$ cat config.mk
export PLATFORM = sky130hd
export DESIGN_NAME = cfg_target_resp
export DESIGN_NICKNAME = d
export VERILOG_FILES = /design/src/rtl/cfg_resp_pkg.sv /design/src/rtl/cfg_spi_shifter.sv /design/src/rtl/cfg_cmd_decoder.sv /design/src/rtl/cfg_status_engine.sv /design/src/rtl/cfg_target_resp.sv
export SDC_FILE = /design/constraint.sdc
export NUM_CORES = 1
export LEC_CHECK = 0
export BUFFER_PORTS_ARGS = -buffer_cell sky130_fd_sc_hd__buf_2
export CORE_UTILIZATION = 65
export DETAILED_ROUTE_END_ITERATION = 7
export PLACE_DENSITY = 0.9
export SYNTH_ARGS = -nofsm -noshare
export SYNTH_HDL_FRONTEND = slang
export SYNTH_SLANG_ARGS = --single-unit
$ cat constraint.sdc
create_clock -name clk -period 5.3 [get_ports clk]
set_input_delay 1.06 -clock clk [delete_from_list [all_inputs] [get_ports clk]]
set_output_delay 1.06 -clock clk [all_outputs]
set_load 0.05 [all_outputs]
$ cat src/rtl/cfg_resp_pkg.sv
// Package: opcodes, status bit positions, error codes and decoded command kinds
// shared by the configuration target responder modules.
package cfg_resp_pkg;

    localparam logic [7:0] OPC_ENABLE   = 8'hC6;
    localparam logic [7:0] OPC_ERASE    = 8'h0E;
    localparam logic [7:0] OPC_INITADDR = 8'h46;
    localparam logic [7:0] OPC_PROGPAGE = 8'h70;
    localparam logic [7:0] OPC_PROGDONE = 8'h5E;
    localparam logic [7:0] OPC_RDSTAT   = 8'h3C;
    localparam logic [7:0] OPC_REFRESH  = 8'h79;

    localparam int STAT_W      = 32;
    localparam int BIT_BUSY    = 12;
    localparam int BIT_FAIL    = 13;
    localparam int BIT_ENAB    = 9;
    localparam int BIT_DONE    = 8;
    localparam int BIT_ERR_LSB = 23;

    typedef enum logic [2:0] {
        ERR_NONE     = 3'd0,
        ERR_ID       = 3'd1,
        ERR_CMD      = 3'd2,
        ERR_CRC      = 3'd3,
        ERR_PREAMBLE = 3'd4,
        ERR_ABORT    = 3'd5,
        ERR_OVERFLOW = 3'd6,
        ERR_EOF      = 3'd7
    } err_code_e;

    typedef enum logic [2:0] {
        CMD_NONE,
        CMD_ENABLE,
        CMD_ERASE,
        CMD_INIT,
        CMD_PROGDONE,
        CMD_REFRESH,
        CMD_BAD
    } cmd_e;

    typedef struct packed {
        logic      busy;
        logic      fail;
        logic      enab;
        logic      done;
        err_code_e err;
    } flags_t;

endpackage

$ cat src/rtl/cfg_spi_shifter.sv
// SPI mode-0 shifter for the responder.
// Assumes sclk, cs_n and mosi are synchronous to clk and far slower than it.
// Receives bytes MSB first on SCLK rising edges. Transmits a loaded word MSB
// first: the word is shifted one place after each rising edge, so a bit stays
// on MISO until the controller has sampled it.
module cfg_spi_shifter #(
    parameter int WORD_W = 32
) (
    input  logic              clk,
    input  logic              rst_n,
    input  logic              sclk,
    input  logic              cs_n,
    input  logic              mosi,
    input  logic              load_en,
    input  logic [WORD_W-1:0] load_word,
    output logic              byte_valid,
    output logic [7:0]        byte_data,
    output logic              frame_end,
    output logic              miso
);
    localparam int BIT_CNT_W = 3;

    logic                 sclk_q;
    logic                 cs_q;
    logic [BIT_CNT_W-1:0] bit_cnt;
    logic [7:0]           rx_sr;
    logic [WORD_W-1:0]    tx_sr;
    logic                 sclk_rise;

    assign sclk_rise = sclk & ~sclk_q & ~cs_n;
    assign frame_end = cs_n & ~cs_q;
    assign byte_data = rx_sr;
    assign miso      = tx_sr[WORD_W-1];

    // Purpose: edge history, receive shift register and byte strobe.
    always_ff @(posedge clk) begin
        if (!rst_n) begin
            sclk_q     <= 1'b0;
            cs_q       <= 1'b1;
            bit_cnt    <= '0;
            rx_sr      <= '0;
            byte_valid <= 1'b0;
        end else begin
            sclk_q     <= sclk;
            cs_q       <= cs_n;
            byte_valid <= 1'b0;
            if (cs_n) begin
                bit_cnt <= '0;
            end else if (sclk_rise) begin
                rx_sr   <= {rx_sr[6:0], mosi};
                bit_cnt <= bit_cnt + 1'b1;
                if (bit_cnt == BIT_CNT_W'(7)) byte_valid <= 1'b1;
            end
        end
    end

    // Purpose: transmit shift register, loaded on request, cleared outside frames.
    always_ff @(posedge clk) begin
        if (!rst_n) begin
            tx_sr <= '0;
        end else if (cs_n) begin
            tx_sr <= '0;
        end else if (load_en) begin
            tx_sr <= load_word;
        end else if (sclk_rise) begin
            tx_sr <= {tx_sr[WORD_W-2:0], 1'b0};
        end
    end

endmodule

$ cat src/rtl/cfg_cmd_decoder.sv
// Command decoder. Counts the bytes of each frame and keeps its opcode.
// Assumes byte_valid and frame_end never fall in the same cycle.
// Emits one command pulse when the last command byte arrives, asks for a status
// load on a read-status opcode, and judges program-page frames when cs_n rises.
module cfg_cmd_decoder
    import cfg_resp_pkg::*;
#(
    parameter int CMD_BYTES  = 4,
    parameter int PAGE_BYTES = 16
) (
    input  logic       clk,
    input  logic       rst_n,
    input  logic       byte_valid,
    input  logic [7:0] byte_data,
    input  logic       frame_end,
    output logic       cmd_valid,
    output cmd_e       cmd,
    output logic       rd_req,
    output logic       page_end,
    output logic       page_ok
);
    localparam int FRAME_BYTES = CMD_BYTES + PAGE_BYTES;
    localparam int CNT_MAX     = FRAME_BYTES + 1;
    localparam int CNT_W       = $clog2(CNT_MAX + 1);

    logic [CNT_W-1:0] byte_cnt;
    logic [7:0]       opcode;
    logic [7:0]       op_now;
    logic             last_cmd_byte;

    assign op_now        = (byte_cnt == '0) ? byte_data : opcode;
    assign last_cmd_byte = byte_valid && (byte_cnt == CNT_W'(CMD_BYTES - 1));

    // Purpose: byte counter that saturates, and capture of the opcode.
    always_ff @(posedge clk) begin
        if (!rst_n) begin
            byte_cnt <= '0;
            opcode   <= '0;
        end else if (frame_end) begin
            byte_cnt <= '0;
        end else if (byte_valid) begin
            if (byte_cnt == '0) opcode <= byte_data;
            if (byte_cnt != CNT_W'(CNT_MAX)) byte_cnt <= byte_cnt + 1'b1;
        end
    end

    // Purpose: turn the opcode into a command pulse at the last command byte.
    always_comb begin
        cmd_valid = 1'b0;
        cmd       = CMD_NONE;
        rd_req    = 1'b0;
        if (last_cmd_byte) begin
            cmd_valid = 1'b1;
            case (op_now)
                OPC_ENABLE:   cmd = CMD_ENABLE;
                OPC_ERASE:    cmd = CMD_ERASE;
                OPC_INITADDR: cmd = CMD_INIT;
                OPC_PROGDONE: cmd = CMD_PROGDONE;
                OPC_REFRESH:  cmd = CMD_REFRESH;
                OPC_PROGPAGE: cmd = CMD_NONE;
                OPC_RDSTAT: begin
                    cmd    = CMD_NONE;
                    rd_req = 1'b1;
                end
                default:      cmd = CMD_BAD;
            endcase
        end
    end

    // Purpose: judge the length of a program-page frame when the frame closes.
    always_comb begin
        page_end = frame_end && (opcode == OPC_PROGPAGE) && (byte_cnt >= CNT_W'(CMD_BYTES));
        page_ok  = (byte_cnt == CNT_W'(FRAME_BYTES));
    end

endmodule

$ cat src/rtl/cfg_status_engine.sv
// Status engine. Holds the flags, the error code, the busy timer, the page
// counter and the refresh-failure counter, and assembles the 32-bit status word.
// Assumes the busy periods are at least one cycle and that no page frame
// closes in the cycle a busy period ends.
module cfg_status_engine
    import cfg_resp_pkg::*;
#(
    parameter int ERASE_BUSY_CLKS   = 200,
    parameter int DONE_BUSY_CLKS    = 300,
    parameter int REFRESH_ERR_COUNT = 2,
    parameter int PAGE_CNT_W        = 16
) (
    input  logic                  clk,
    input  logic                  rst_n,
    input  logic                  cmd_valid,
    input  cmd_e                  cmd,
    input  logic                  page_end,
    input  logic                  page_ok,
    output logic [STAT_W-1:0]     status_word,
    output logic [PAGE_CNT_W-1:0] page_count
);
    localparam int BUSY_MAX = (ERASE_BUSY_CLKS > DONE_BUSY_CLKS) ? ERASE_BUSY_CLKS : DONE_BUSY_CLKS;
    localparam int BC_W     = $clog2(BUSY_MAX + 1);
    localparam int REF_W    = $clog2(REFRESH_ERR_COUNT + 2);

    flags_t           fl;
    logic [BC_W-1:0]  busy_cnt;
    logic             pd_pending;
    logic [REF_W-1:0] refresh_cnt;

    // Purpose: busy countdown, command effects and page accounting.
    always_ff @(posedge clk) begin
        if (!rst_n) begin
            fl          <= '{busy: 1'b0, fail: 1'b0, enab: 1'b0, done: 1'b0, err: ERR_NONE};
            busy_cnt    <= '0;
            pd_pending  <= 1'b0;
            refresh_cnt <= '0;
            page_count  <= '0;
        end else begin
            if (fl.busy) begin
                busy_cnt <= busy_cnt - 1'b1;
                if (busy_cnt == BC_W'(1)) begin
                    fl.busy <= 1'b0;
                    if (pd_pending) begin
                        pd_pending <= 1'b0;
                        if (page_count != '0) fl.done <= 1'b1;
                        else                  fl.fail <= 1'b1;
                    end
                end
            end
            if (cmd_valid) begin
                case (cmd)
                    CMD_ENABLE: begin
                        fl.enab <= 1'b1;
                        fl.fail <= 1'b0;
                        fl.err  <= ERR_NONE;
                    end
                    CMD_ERASE: begin
                        fl.done    <= 1'b0;
                        fl.busy    <= 1'b1;
                        busy_cnt   <= BC_W'(ERASE_BUSY_CLKS);
                        pd_pending <= 1'b0;
                        page_count <= '0;
                    end
                    CMD_PROGDONE: begin
                        fl.done    <= 1'b0;
                        fl.busy    <= 1'b1;
                        busy_cnt   <= BC_W'(DONE_BUSY_CLKS);
                        pd_pending <= 1'b1;
                    end
                    CMD_REFRESH: begin
                        fl.enab <= 1'b0;
                        if (refresh_cnt < REF_W'(REFRESH_ERR_COUNT)) begin
                            fl.err      <= ERR_CRC;
                            refresh_cnt <= refresh_cnt + 1'b1;
                        end else begin
                            fl.err <= ERR_NONE;
                        end
                    end
                    CMD_BAD:  fl.err <= ERR_CMD;
                    default:  ;
                endcase
            end
            if (page_end) begin
                if (page_ok) page_count <= page_count + 1'b1;
                else         fl.err     <= ERR_OVERFLOW;
            end
        end
    end

    // Purpose: place the flags and the error code at their fixed positions.
    always_comb begin
        status_word                             = '0;
        status_word[BIT_BUSY]                   = fl.busy;
        status_word[BIT_FAIL]                   = fl.fail;
        status_word[BIT_ENAB]                   = fl.enab;
        status_word[BIT_DONE]                   = fl.done;
        status_word[BIT_ERR_LSB+2:BIT_ERR_LSB]  = fl.err;
    end

endmodule

$ cat src/rtl/cfg_target_resp.sv
// Top of the configuration port target responder.
// Joins the SPI shifter, the command decoder and the status engine. A
// read-status frame loads the status word into the shifter after its 4th byte.
module cfg_target_resp
    import cfg_resp_pkg::*;
#(
    parameter int PAGE_BYTES        = 16,
    parameter int ERASE_BUSY_CLKS   = 200,
    parameter int DONE_BUSY_CLKS    = 300,
    parameter int REFRESH_ERR_COUNT = 2,
    parameter int PAGE_CNT_W        = 16
) (
    input  logic                  clk,
    input  logic                  rst_n,
    input  logic                  sclk,
    input  logic                  cs_n,
    input  logic                  mosi,
    output logic                  miso,
    output logic [PAGE_CNT_W-1:0] page_count
);
    localparam int CMD_BYTES = 4;

    logic              byte_valid;
    logic [7:0]        byte_data;
    logic              frame_end;
    logic              cmd_valid;
    cmd_e              cmd;
    logic              rd_req;
    logic              page_end;
    logic              page_ok;
    logic [STAT_W-1:0] status_word;

    cfg_spi_shifter #(.WORD_W(STAT_W)) u_shift (
        .clk        (clk),
        .rst_n      (rst_n),
        .sclk       (sclk),
        .cs_n       (cs_n),
        .mosi       (mosi),
        .load_en    (rd_req),
        .load_word  (status_word),
        .byte_valid (byte_valid),
        .byte_data  (byte_data),
        .frame_end  (frame_end),
        .miso       (miso)
    );

    cfg_cmd_decoder #(.CMD_BYTES(CMD_BYTES), .PAGE_BYTES(PAGE_BYTES)) u_dec (
        .clk        (clk),
        .rst_n      (rst_n),
        .byte_valid (byte_valid),
        .byte_data  (byte_data),
        .frame_end  (frame_end),
        .cmd_valid  (cmd_valid),
        .cmd        (cmd),
        .rd_req     (rd_req),
        .page_end   (page_end),
        .page_ok    (page_ok)
    );

    cfg_status_engine #(
        .ERASE_BUSY_CLKS   (ERASE_BUSY_CLKS),
        .DONE_BUSY_CLKS    (DONE_BUSY_CLKS),
        .REFRESH_ERR_COUNT (REFRESH_ERR_COUNT),
        .PAGE_CNT_W        (PAGE_CNT_W)
    ) u_stat (
        .clk         (clk),
        .rst_n       (rst_n),
        .cmd_valid   (cmd_valid),
        .cmd         (cmd),
        .page_end    (page_end),
        .page_ok     (page_ok),
        .status_word (status_word),
        .page_count  (page_count)
    );

endmodule

==> reports/metrics.yaml, run 1 <==
r2r-start: "u_dec.byte_cnt[0]"
cts_max_level: 3
antennaDiodeCount: 0
drt-total-wl_um: 8360
p_per_area_mw_per_mm2: 259
arrival_ps: 3470
cp-end-kind: "flop"
cts_tree: "yes"
grt_pass1_vias: 3090
finalSetupTns_ps: 0
worstSetupPathType: "flop to flop"
synth_top_area_cell: "dfxtp_1"
finalHoldViolCount: 0
p_leak_uw: 0.00170
synth_edf_count: 0
combPwrFrac: 0.025
final_antenna_net_count: 0
cp-start-kind: "flop"
finClkSkew_ps: 8.56
synth_top_area_frac: 0.421
fp.dieH_um: 81.3
port_buffers: 21
postLayoutCellArea_mm2: 0.00438
p_sw_frac: 0.219
irDropWorstVdd_mv: 0.273
rsz0062_at_grt: "false"
max_freq_ghz: 0.314
fill_cells: 432
pin_count: 22
syn_to_final_growth_pct: 7.13
routed_via_density: 6.01
min-delay-start: "u_shift.tx_sr[29]"
grt_start_max_net_pins: 53
overflow: 0
dominantRegCellSynth: "dfxtp_1"
cts_setup_buffers: 0
die_x_um: 81.3
finalCritPeriodShare: 0.602
clock_latency_ps: 360
core_mm2: 0.00599
grt_antenna_before_repair: 0
nNetsFinal: 507
switchingPower_uw: 248
syn_area_per_cell_um2: 8.43
root_buffer: "clkbuf_8"
globalRouteTotalUtil: 0.273
cts_buffers: 9
worstMarginPinSlew_ps: 1180
start_util: 0.683
final_core_util: 0.731
std_cell_rows: 28
hold_buffers: 0
synthArstFlopShare: 0
clock-sinks: 86
drt_iter0_markers: 294
status: "finished, final reports clean"
grt_pass1_wl_um: 13900
netlist_top_cells_area: "dfxtp_1 (42%), nand2_1 (7.1%), mux2i_1 (4.9%), nor2_1 (4.1%), a21oi_1 (3.5%)"
syn_inst: 485
cts_resized: 0
max_slew_margin: 0.211
clkTransAtPathRegs_ps: 80
vias: 3435
internal_power_uw: 884
pwr-share-clk: 0.402
r2r_slack_ps: 2110
ys_warn_count: 0
finalSetupViolCount: 0
crit_chain: "inv_1 > ha_1 > nor4b_2 > nor4b_1 > a21oi_1 > or3_1 > nand2_1 > a21oi_1"
route.detailed.drc: 0
cpMostUsedCell: "a21oi_1"
critPathRequiredTime_ps: 5580
slowest_stage: "nor4b_2"
hold_class: "flop to flop"
worstSetupStartpoint: "u_dec.byte_cnt[0]"
clk_path_buf_depth: 2
ys_types: 53
final_max_slew_viol_count: 0
syn_area_mm2: 0.00409
max_stage_delay_ps: 860
critPathMaxFanout: 17
seqPwrFrac: 0.573
drive_gt1_frac: 0.0865
seq_area_frac_synth: 0.421
gp_congestion: 0.930
ys_seq_elements: 86
post_drt_wl_per_cell_um: 14.6
period_needed_ps: 3190
die-area_mm2: 0.00661
maxCapViolCount: 0
synth.net_count: 499
dp_hpwl_um: 5520
place_area_mm2: 0.00419
drt_first_pass_iters: 5
## cells in the mapped netlist (all sizes together), types with 2 or more instances
cell type  instances
a211oi             7
a21boi            15
a21oi             30
a221oi             2
a31oi              6
and2               5
and3               7
and3b              2
and4               3
and4b              2
buf                6
clkbuf            19
dfxtp             86
ha                 9
inv                9
mux2i             20
nand2             77
nand2b             8
nand3             11
nand3b             6
nand4             11
nor2              45
nor2b             14
nor3               9
nor4               3
nor4b              7
nor4bb             3
o21a               8
o21ai             17
or3                6
or4b               3
xnor2              7
xor2              10
## cell families after synthesis
family,synth area share
and+or+nand+nor,0.286
buffers and inverters,0.0361
AOI/OAI and AO/OA,0.144
muxes,0.0490
xor gates and xnor gates,0.0364
adders and majority gates,0.0275
DFF,0.421
## through the flow
step	power, µW	std cells	hold WS [ps]	worst slack (ps)
global route	1170	572	473	1900
finish	1130	572	454	2110
CTS	1140	572	455	2140
floorplan	686	485	431	2800
detailed placement	692	557	446	2170
global placement	691	557	437	2240
## cell type report
cell class | count | area (µm²) | area share
clock buffers | 12 | 145 | 0.0331
clock inverters | 3 | 45.0 | 0.0103
inverters | 9 | 33.8 | 0.00771
multi-input cells | 365 | 2230 | 0.509
flip-flops and latches | 86 | 1720 | 0.393
well taps | 75 | 93.8 | 0.0214
repair buffers | 22 | 113 | 0.0257
## state kept, by name, indices dropped and copies added, names as in the netlist
| register | cells |
|---|---|
| u_dec.byte_cnt | 5 |
| u_shift.byte_valid | 1 |
| u_dec.opcode | 8 |
| u_stat.page_count | 16 |
| u_shift.bit_cnt | 3 |
| u_stat.refresh_cnt | 2 |
| u_shift.cs_q | 1 |
| u_stat.busy_cnt | 9 |
| u_shift.sclk_q | 1 |
| u_shift.tx_sr | 24 |
| u_shift.byte_data | 8 |
| u_stat.status_word | 7 |
| u_stat.pd_pending | 1 |
## layout by cell type, fill, tap and decap left out, types with 8 or more instances in the layout
cell type | netlist | routed
nand2b_1 | 8 | 8
nand2_1 | 77 | 77
o21a_1 | 8 | 8
nand4_1 | 11 | 11
clkbuf_8 | 0 | 10
a21boi_0 | 15 | 15
inv_1 | 9 | 9
a21oi_1 | 29 | 29
nor2_1 | 45 | 45
nor3_1 | 9 | 9
dfxtp_1 | 86 | 86
o21ai_0 | 15 | 15
xor2_1 | 10 | 10
mux2i_1 | 20 | 20
nor2b_1 | 14 | 13
buf_2 | 1 | 21
ha_1 | 9 | 9
nand3_1 | 11 | 11
## worst max-delay path: cells and delay by family, from the launching register on
family | cells | cell delay [ps]
AO/OA/AOI/OAI | 2 | 510
adder cells (fa/ha/maj) | 1 | 240
buffers and inverters | 1 | 90
flip-flops | 1 | 340
AND/OR/NAND/NOR | 4 | 1920
## power by group through the flow
stage	Sequential (µW)	Clock, µW	Combinational, µW
CTS	648	461	28.6
detailed placement	664	0	28.4
floorplan	663	0	22.9
global route	649	487	31.3
global placement	664	0	27.7
finish	648	455	28.7
## final timing paths
kind                            end  depth (start not counted)
setup reg to reg  u_shift.tx_sr[16]                          8
hold reg to reg   u_shift.tx_sr[30]                          2
setup / recovery  u_shift.tx_sr[16]                          8
hold / removal    u_shift.tx_sr[30]                          2
## routing by layer
| metal | GRT usage | wire, µm | vias up | share of wire |
|---|---|---|---|---|
| li1 | - | - | 1709 | - |
| met1 | 0.363 | 3930 | 1606 | 0.47 |
| met2 | 0.412 | 3840 | 100 | 0.46 |
| met3 | 0.0719 | 402 | 20 | 0.048 |
| met4 | 0.121 | 188 | 0 | 0.022 |
| met5 | 0 | 0 | - | 0 |
Power figures use the tool's default switching activity.
==> inputs of run 2 (changes only) <==
--- a/config.mk
+++ b/config.mk
@@ -6,9 +6,9 @@
 export NUM_CORES = 1
 export LEC_CHECK = 0
 export BUFFER_PORTS_ARGS = -buffer_cell sky130_fd_sc_hd__buf_2
-export CORE_UTILIZATION = 65
+export CORE_UTILIZATION = 55
 export DETAILED_ROUTE_END_ITERATION = 7
-export PLACE_DENSITY = 0.9
+export PLACE_DENSITY = 0.82
 export SYNTH_ARGS = -nofsm -noshare
 export SYNTH_HDL_FRONTEND = slang
 export SYNTH_SLANG_ARGS = --single-unit
==> constraint.sdc (replaced) <==
create_clock -name clk -period 2.9 [get_ports clk]
set_input_delay 0.58 -clock clk [delete_from_list [all_inputs] [get_ports clk]]
set_output_delay 0.58 -clock clk [all_outputs]
set_load 0.05 [all_outputs]
==> run 2 against run 1 <==
  * Cell area up 2.7%
  * Clock power increased by 100%
  * Critical path type unchanged
  * Hold slack got worse by 21 ps
  * Register-to-register slack got worse by 2000 ps
  * Setup slack got worse by 2000 ps
  * Sequential share of layout area fell by 1.0 points
  * Largest cell class unchanged
  * Die area increased by 18%
  * Sequential power is 84% higher
  * Combinational power increased by 97%
==> reports/metrics.yaml, run 2 (same netlist as run 1, synthesis figures left out) <==
globalRouteTotalUtil: 0.236  # -0.0370
maxCapViolCount: 0  # unchanged
drt-total-wl_um: 8470  # +1.3%
worstSetupStartpoint: "u_dec.byte_cnt[0]"
core_mm2: 0.00721  # +20%
switchingPower_uw: 476  # +92%
cts_buffers: 9  # unchanged
max_slew_margin: 0.531  # +0.320
die-area_mm2: 0.00778  # +18%
cts_max_level: 3  # unchanged
cp-start-kind: "flop"
r2r-start: "u_dec.byte_cnt[0]"
combPwrFrac: 0.026  # about the same
std_cell_rows: 31  # +11%
status: "finished, final reports clean"
syn_to_final_growth_pct: 10.0
layout_common_cells: "dfxtp_1 (86), nand2_1 (77), nor2_1 (45), a21oi_1 (29), buf_2 (21)"
worstMarginPinSlew_ps: 694  # -490 ps
finalSetupTns_ps: 0  # unchanged
route.detailed.drc: 0  # unchanged
hold_class: "input port to flop"
drt_first_pass_iters: 5  # unchanged
worstSetupPathType: "flop to flop"
dp_hpwl_um: 5900  # +7.0%
antennaDiodeCount: 0  # unchanged
irDropWorstVdd_mv: 0.320  # +17%
cp-end-kind: "flop"
finalSetupViolCount: 0  # unchanged
clk_path_buf_depth: 2  # unchanged
critPathMaxFanout: 8  # -9
top_register: "u_shift.tx_sr"
grt_start_max_net_pins: 31  # -42%
clkTransAtPathRegs_ps: 80  # about the same
die_x_um: 88.2  # +8.5%
hold_buffers: 0  # unchanged
port_buffers: 21  # unchanged
p_leak_uw: 0.00175  # +3.1%
drt_iter0_markers: 284  # -3.4%
final_max_slew_viol_count: 0  # unchanged
place_area_mm2: 0.00429  # +2.3%
min-delay-start: "sclk"
max_freq_ghz: 0.362  # +15%
grt_antenna_before_repair: 0  # unchanged
final_core_util: 0.624  # -0.108
p_per_area_mw_per_mm2: 480  # +86%
fp.dieH_um: 88.2  # +8.5%
place_inst: 590  # +5.9%
arrival_ps: 3010  # -460 ps
final_common_cell: "dfxtp_1"
postLayoutCellArea_mm2: 0.00450  # +2.7%
routed_via_density: 5.78  # -3.7%
final_antenna_net_count: 0  # unchanged
pin_count: 22  # unchanged
timing.hold.ws_ps: 433  # -21.1 ps
reg_top3: "u_shift.tx_sr: 24 flops, u_stat.page_count: 16 flops, u_stat.busy_cnt: 9 flops"
post_drt_wl_per_cell_um: 14.0  # -4.2%
clock_latency_ps: 360  # about the same
root_buffer: "clkbuf_8"
period_needed_ps: 2760  # -427 ps
cts_resized: 0  # unchanged
largest_register_ffs: 24  # unchanged
finalHoldViolCount: 0  # unchanged
grt_pass1_vias: 3165  # +2.4%
start_util: 0.567  # -0.116
cts_tree: "yes"
grt_pass1_wl_um: 14400  # +3.7%
nNetsFinal: 516  # +1.8%
clock-sinks: 86  # unchanged
overflow: 0  # unchanged
critPathRequiredTime_ps: 3150  # -2430 ps
vias: 3499  # +1.9%
p_sw_frac: 0.220  # +0.000939
cts_setup_buffers: 0  # unchanged
finClkSkew_ps: 7.90  # -0.663 ps
fin_cells: 605  # +5.8%
rsz0062_at_grt: "false"
drive_gt1_frac: 0.105  # +0.0182
internal_power_uw: 1690  # +91%
gp_congestion: 0.894  # -3.9%
seqPwrFrac: 0.548  # -0.025
finalCritPeriodShare: 0.952  # +0.351
pwr-share-clk: 0.425  # +0.023
run 2: cell types whose count changed in the layout (fill, tap and decap cells not counted):
cell       previous run  this run
clkbuf_1              2         1
bufinv_16             1         2
buf_4                 1        10
clkbuf_8             10         9
inv_6                 0         1
run 2: metrics by stage:
stage | worst slack [ps] | power (µW)
final | 139 | 2160
after global routing | 62.5 | 2240
after CTS | 176 | 2170
after detailed placement | 191 | 1270
after global placement | 275 | 1270
after floorplan | 402 | 1250
run 2: area by class of cell:
| type | count | area, µm² |
|---|---|---|
| Sequential cell | 86 | 1720 |
| Timing Repair Buffer | 31 | 180 |
| Tap cell | 99 | 124 |
| Fill cell | 632 | 2720 |
| Inverter | 9 | 33.8 |
| Clock inverter | 5 | 83.8 |
| Multi-Input combinational cell | 365 | 2230 |
| Clock buffer | 10 | 128 |
run 2: worst paths after layout:
check / to / slack (ps) / depth (start not counted)
worst max-delay path: u_stat.status_word[24] / 140 / 8
worst min register to register: u_shift.tx_sr[16] / 460 / 2
worst min-delay path: u_shift.sclk_q / 430 / 2
worst max register to register: u_stat.status_word[24] / 140 / 8
run 2: per-layer routing:
| metal | up-vias | routed length, µm | global-route usage |
|---|---|---|---|
| met5 | - | 0 | 0 |
| met4 | 0 | 192 | 0.106 |
| met3 | 18 | 398 | 0.0560 |
| met2 | 95 | 3960 | 0.371 |
| met1 | 1664 | 3920 | 0.308 |
| li1 | 1722 | - | - |
run 2: power by group through the flow:
stage	registers [µW]	logic [µW]	clock network [µW]
after floorplan	1210	41.8	0
after global placement	1210	56.1	0
after detailed placement	1210	56.3	0
after CTS	1190	56.5	929
after global routing	1190	62.9	988
final	1190	56.6	920
run 2: critical path, cell delays in order (launching register included):
cell and delay (ps):
dfxtp_1 350, inv_1 110, ha_1 230, or4b_1 600
or4b_4 570, a21oi_2 160, o21bai_1 110, and2_0 190
a221o_1 330
==> inputs of run 3 (changes only) <==
--- a/config.mk
+++ b/config.mk
@@ -5,6 +5,7 @@
 export SDC_FILE = /design/constraint.sdc
 export NUM_CORES = 1
 export LEC_CHECK = 0
+export ABC_AREA = 1
 export BUFFER_PORTS_ARGS = -buffer_cell sky130_fd_sc_hd__buf_2
 export CORE_UTILIZATION = 55
 export DETAILED_ROUTE_END_ITERATION = 7
==> run 3 against run 2 <==
  * Setup slack better by 130 ps
  * Synthesized cell count grew 25%
  * Utilization increased by 0.64 points
  * Clock power decreased by 11%
  * Critical endpoint is now u_stat.busy_cnt[1]
  * Non-clock buffer count shrank 2
  * Combinational power increased by 72%
  * Register-to-register slack improved by 130 ps
  * Sequential power about the same
  * Highest routed layer unchanged
  * Critical path depth up 10
  * Maximum frequency grew 5.1%
==> reports/metrics.yaml, run 3 <==
status: "finished, final reports clean"
cts_tree: "yes"
globalRouteTotalUtil: 0.231  # -0.00529
maxCapViolCount: 0  # unchanged
rsz0062_at_grt: "false"
vias: 3927  # +12%
syn_inst: 608  # +25%
clock-sinks: 86  # unchanged
cp-end-kind: "flop"
grt_antenna_before_repair: 0  # unchanged
p_leak_uw: 0.00201  # +15%
worstSetupStartpoint: "u_dec.byte_cnt[0]"
fin_cells: 732  # +21%
largest_register_ffs: 24  # unchanged
grt_use_met2: 0.393  # +0.0218
dominantRegCellSynth: "dfxtp_1"
grt_pass1_wl_um: 15700  # +8.7%
worstSetupEndpoint: "u_stat.busy_cnt[1]"
start_util: 0.578  # +0.0115
critPathMaxFanout: 20  # +12
drt_iter0_markers: 219  # -23%
cts_resized: 0  # unchanged
finalHoldViolCount: 0  # unchanged
grt-busiest-layer: "met2"
reg_top3: "u_shift.tx_sr: 24 flops, u_stat.page_count: 16 flops, u_stat.busy_cnt: 9 flops"
hold_buffers: 0  # unchanged
worstSetupPathType: "flop to flop"
netlist_top_cells_count: "nand2_1 (141), dfxtp_1 (86), inv_1 (76)"
cts_setup_buffers: 0  # unchanged
grt_pass1_vias: 3701  # +17%
antennaDiodeCount: 0  # unchanged
synthArstFlopShare: 0  # unchanged
final_max_slew_viol_count: 0  # unchanged
worstMarginPinSlew_ps: 516  # -177 ps
nNetsFinal: 642  # +24%
die_x_um: 90.0  # +2.0%
synth_top_area_frac: 0.404  # -0.0171
core_mm2: 0.00737  # +2.2%
root_buffer: "clkbuf_8"
synth_top_area_cell: "dfxtp_1"
rr_worst_depth: 18  # +10
r2r-end: "u_stat.busy_cnt[1]"
syn_area_per_cell_um2: 7.01  # -17%
final_core_util: 0.630  # +0.00640
die-area_mm2: 0.00810  # +4.1%
met1_usage: 0.290  # -0.0182
routed_via_density: 5.36  # -7.2%
clk_path_buf_depth: 2  # unchanged
irDropWorstVdd_mv: 0.306  # -4.1%
p_per_area_mw_per_mm2: 455  # -5.3%
drt_first_pass_iters: 6  # +1
top_register: "u_shift.tx_sr"
cts_max_level: 3  # unchanged
netlist_top_cells_area: "dfxtp_1 (40%), nand2_1 (12%), a21oi_1 (8.1%), inv_1 (6.7%), nand3_1 (5.4%)"
arrival_ps: 2920  # -90 ps
cts_buffers: 9  # unchanged
critPathRequiredTime_ps: 3200  # +50 ps
dp_hpwl_um: 6380  # +8.0%
std_cell_rows: 31  # unchanged
drive_gt1_frac: 0.123  # +0.0185
finClkSkew_ps: 11.3  # +3.35 ps
syn_area_mm2: 0.00426  # +4.2%
drt-total-wl_um: 8950  # +5.7%
port_buffers: 21  # unchanged
max_freq_ghz: 0.381  # +5.1%
finalSetupViolCount: 0  # unchanged
clock_latency_ps: 370  # about the same
r2r_slack_ps: 270  # +130 ps
final_common_cell: "nand2_1"
syn_to_final_growth_pct: 8.95
layout_common_cells: "nand2_1 (141), dfxtp_1 (86), inv_1 (76), a21oi_1 (69), nor2_1 (47)"
period_needed_ps: 2630  # -135 ps
synth_edf_count: 0  # unchanged
fp.dieH_um: 90.0  # +2.0%
cp-start-kind: "flop"
gp_congestion: 0.928  # +3.8%
yosys.cell_count.top_type: "nand2_1"
r2r-start: "u_dec.byte_cnt[0]"
final_antenna_net_count: 0  # unchanged
hold_class: "input port to flop"
overflow: 0  # unchanged
synth.net_count: 622  # +25%
route.detailed.drc: 0  # unchanged
grt_start_max_net_pins: 40  # +29%
seq_area_frac_synth: 0.404  # -0.0171
place_inst: 715  # +21%
post_drt_wl_per_cell_um: 12.2  # -13%
ys_warn_count: 0  # unchanged
pin_count: 22  # unchanged
finalSetupTns_ps: 0  # unchanged
clkTransAtPathRegs_ps: 90  # about the same
finalCritPeriodShare: 0.906  # -0.0465
max_slew_margin: 0.655  # +0.124
ys_seq_elements: 86  # unchanged
ys_types: 34  # -36%
met3_usage: 0.0330  # -0.0230
## run 3: changes by cell type in the layout (fill, tap and decap cells not counted), moves of 8 or more
cell,before,now
a21boi_0,15,0
a21oi_1,29,69
inv_1,9,76
mux2i_1,20,0
nand2_1,77,141
nand2_2,0,14
nand2b_1,8,0
nand3_1,11,46
nor2b_1,13,0
o21a_1,8,0
o21ai_0,15,33
## run 3: worst min-delay path by stage
stage	start	end	slack, ps	cells after the start
after floorplan	u_shift.tx_sr[10]	u_shift.tx_sr[10]	440	2
after global placement	u_shift.tx_sr[31]	u_shift.tx_sr[31]	450	2
after detailed placement	u_shift.tx_sr[8]	u_shift.tx_sr[8]	450	2
after CTS	sclk	u_shift.sclk_q	410	3
after global routing	sclk	u_shift.sclk_q	440	3
final	sclk	u_shift.sclk_q	410	3
## run 3: routing by layer
layer	share of wire	wire length (µm)
met1	0.46	4090
met2	0.48	4270
met3	0.043	383
met4	0.023	207
met5	0	0
## run 3: cells by family (layout without fill, tap and decap cells)
group	Yosys count	in the layout	share of synthesized area
AO/OA/AOI/OAI	118	118	0.146
XOR/XNOR	10	10	0.0206
adder cells (fa/ha/maj)	9	9	0.0264
buffers and inverters	100	125	0.0986
flip-flops	86	86	0.404
AND/OR/NAND/NOR	285	285	0.304
## run 3: layout make-up
class                           instances  area, µm²
Multi-Input combinational cell        422       2120
Clock buffer                            9        124
Fill cell                             646       2730
Clock inverter                          7       73.8
Inverter                               80        300
Sequential cell                        86       1720
Timing Repair Buffer                   29        178
Tap cell                               99        124
## run 3: power by group
group	switching [µW]	internal (µW)	total, µW
logic	69.2	27.8	97.1
clock network	482	339	821
registers	5.81	1190	1200
total	557	1560	2110
## run 3: stage by stage
step	hold slack [ps]	power (µW)	setup WS (ps)	instance area [µm²]
floorplan	438	1290	745	4260
global placement	445	1320	378	4430
detailed placement	454	1320	247	4430
CTS	408	2130	214	4620
global route	440	2200	41.9	4640
finish	413	2110	274	4640
## run 3: critical path, stage by stage (launching register included)
cell	delay, ps
dfxtp_1	360
inv_1	100
ha_1	170
inv_1	70
nor2_4	180
buf_12	150
nand3_1	80
nand2_1	120
nand2_1	80
nor2_1	190
nand2_1	120
nand3_1	140
nor2_1	60
nand2_2	90
inv_2	50
nand3_2	50
buf_4	250
nand3_2	180
nor2_1	130
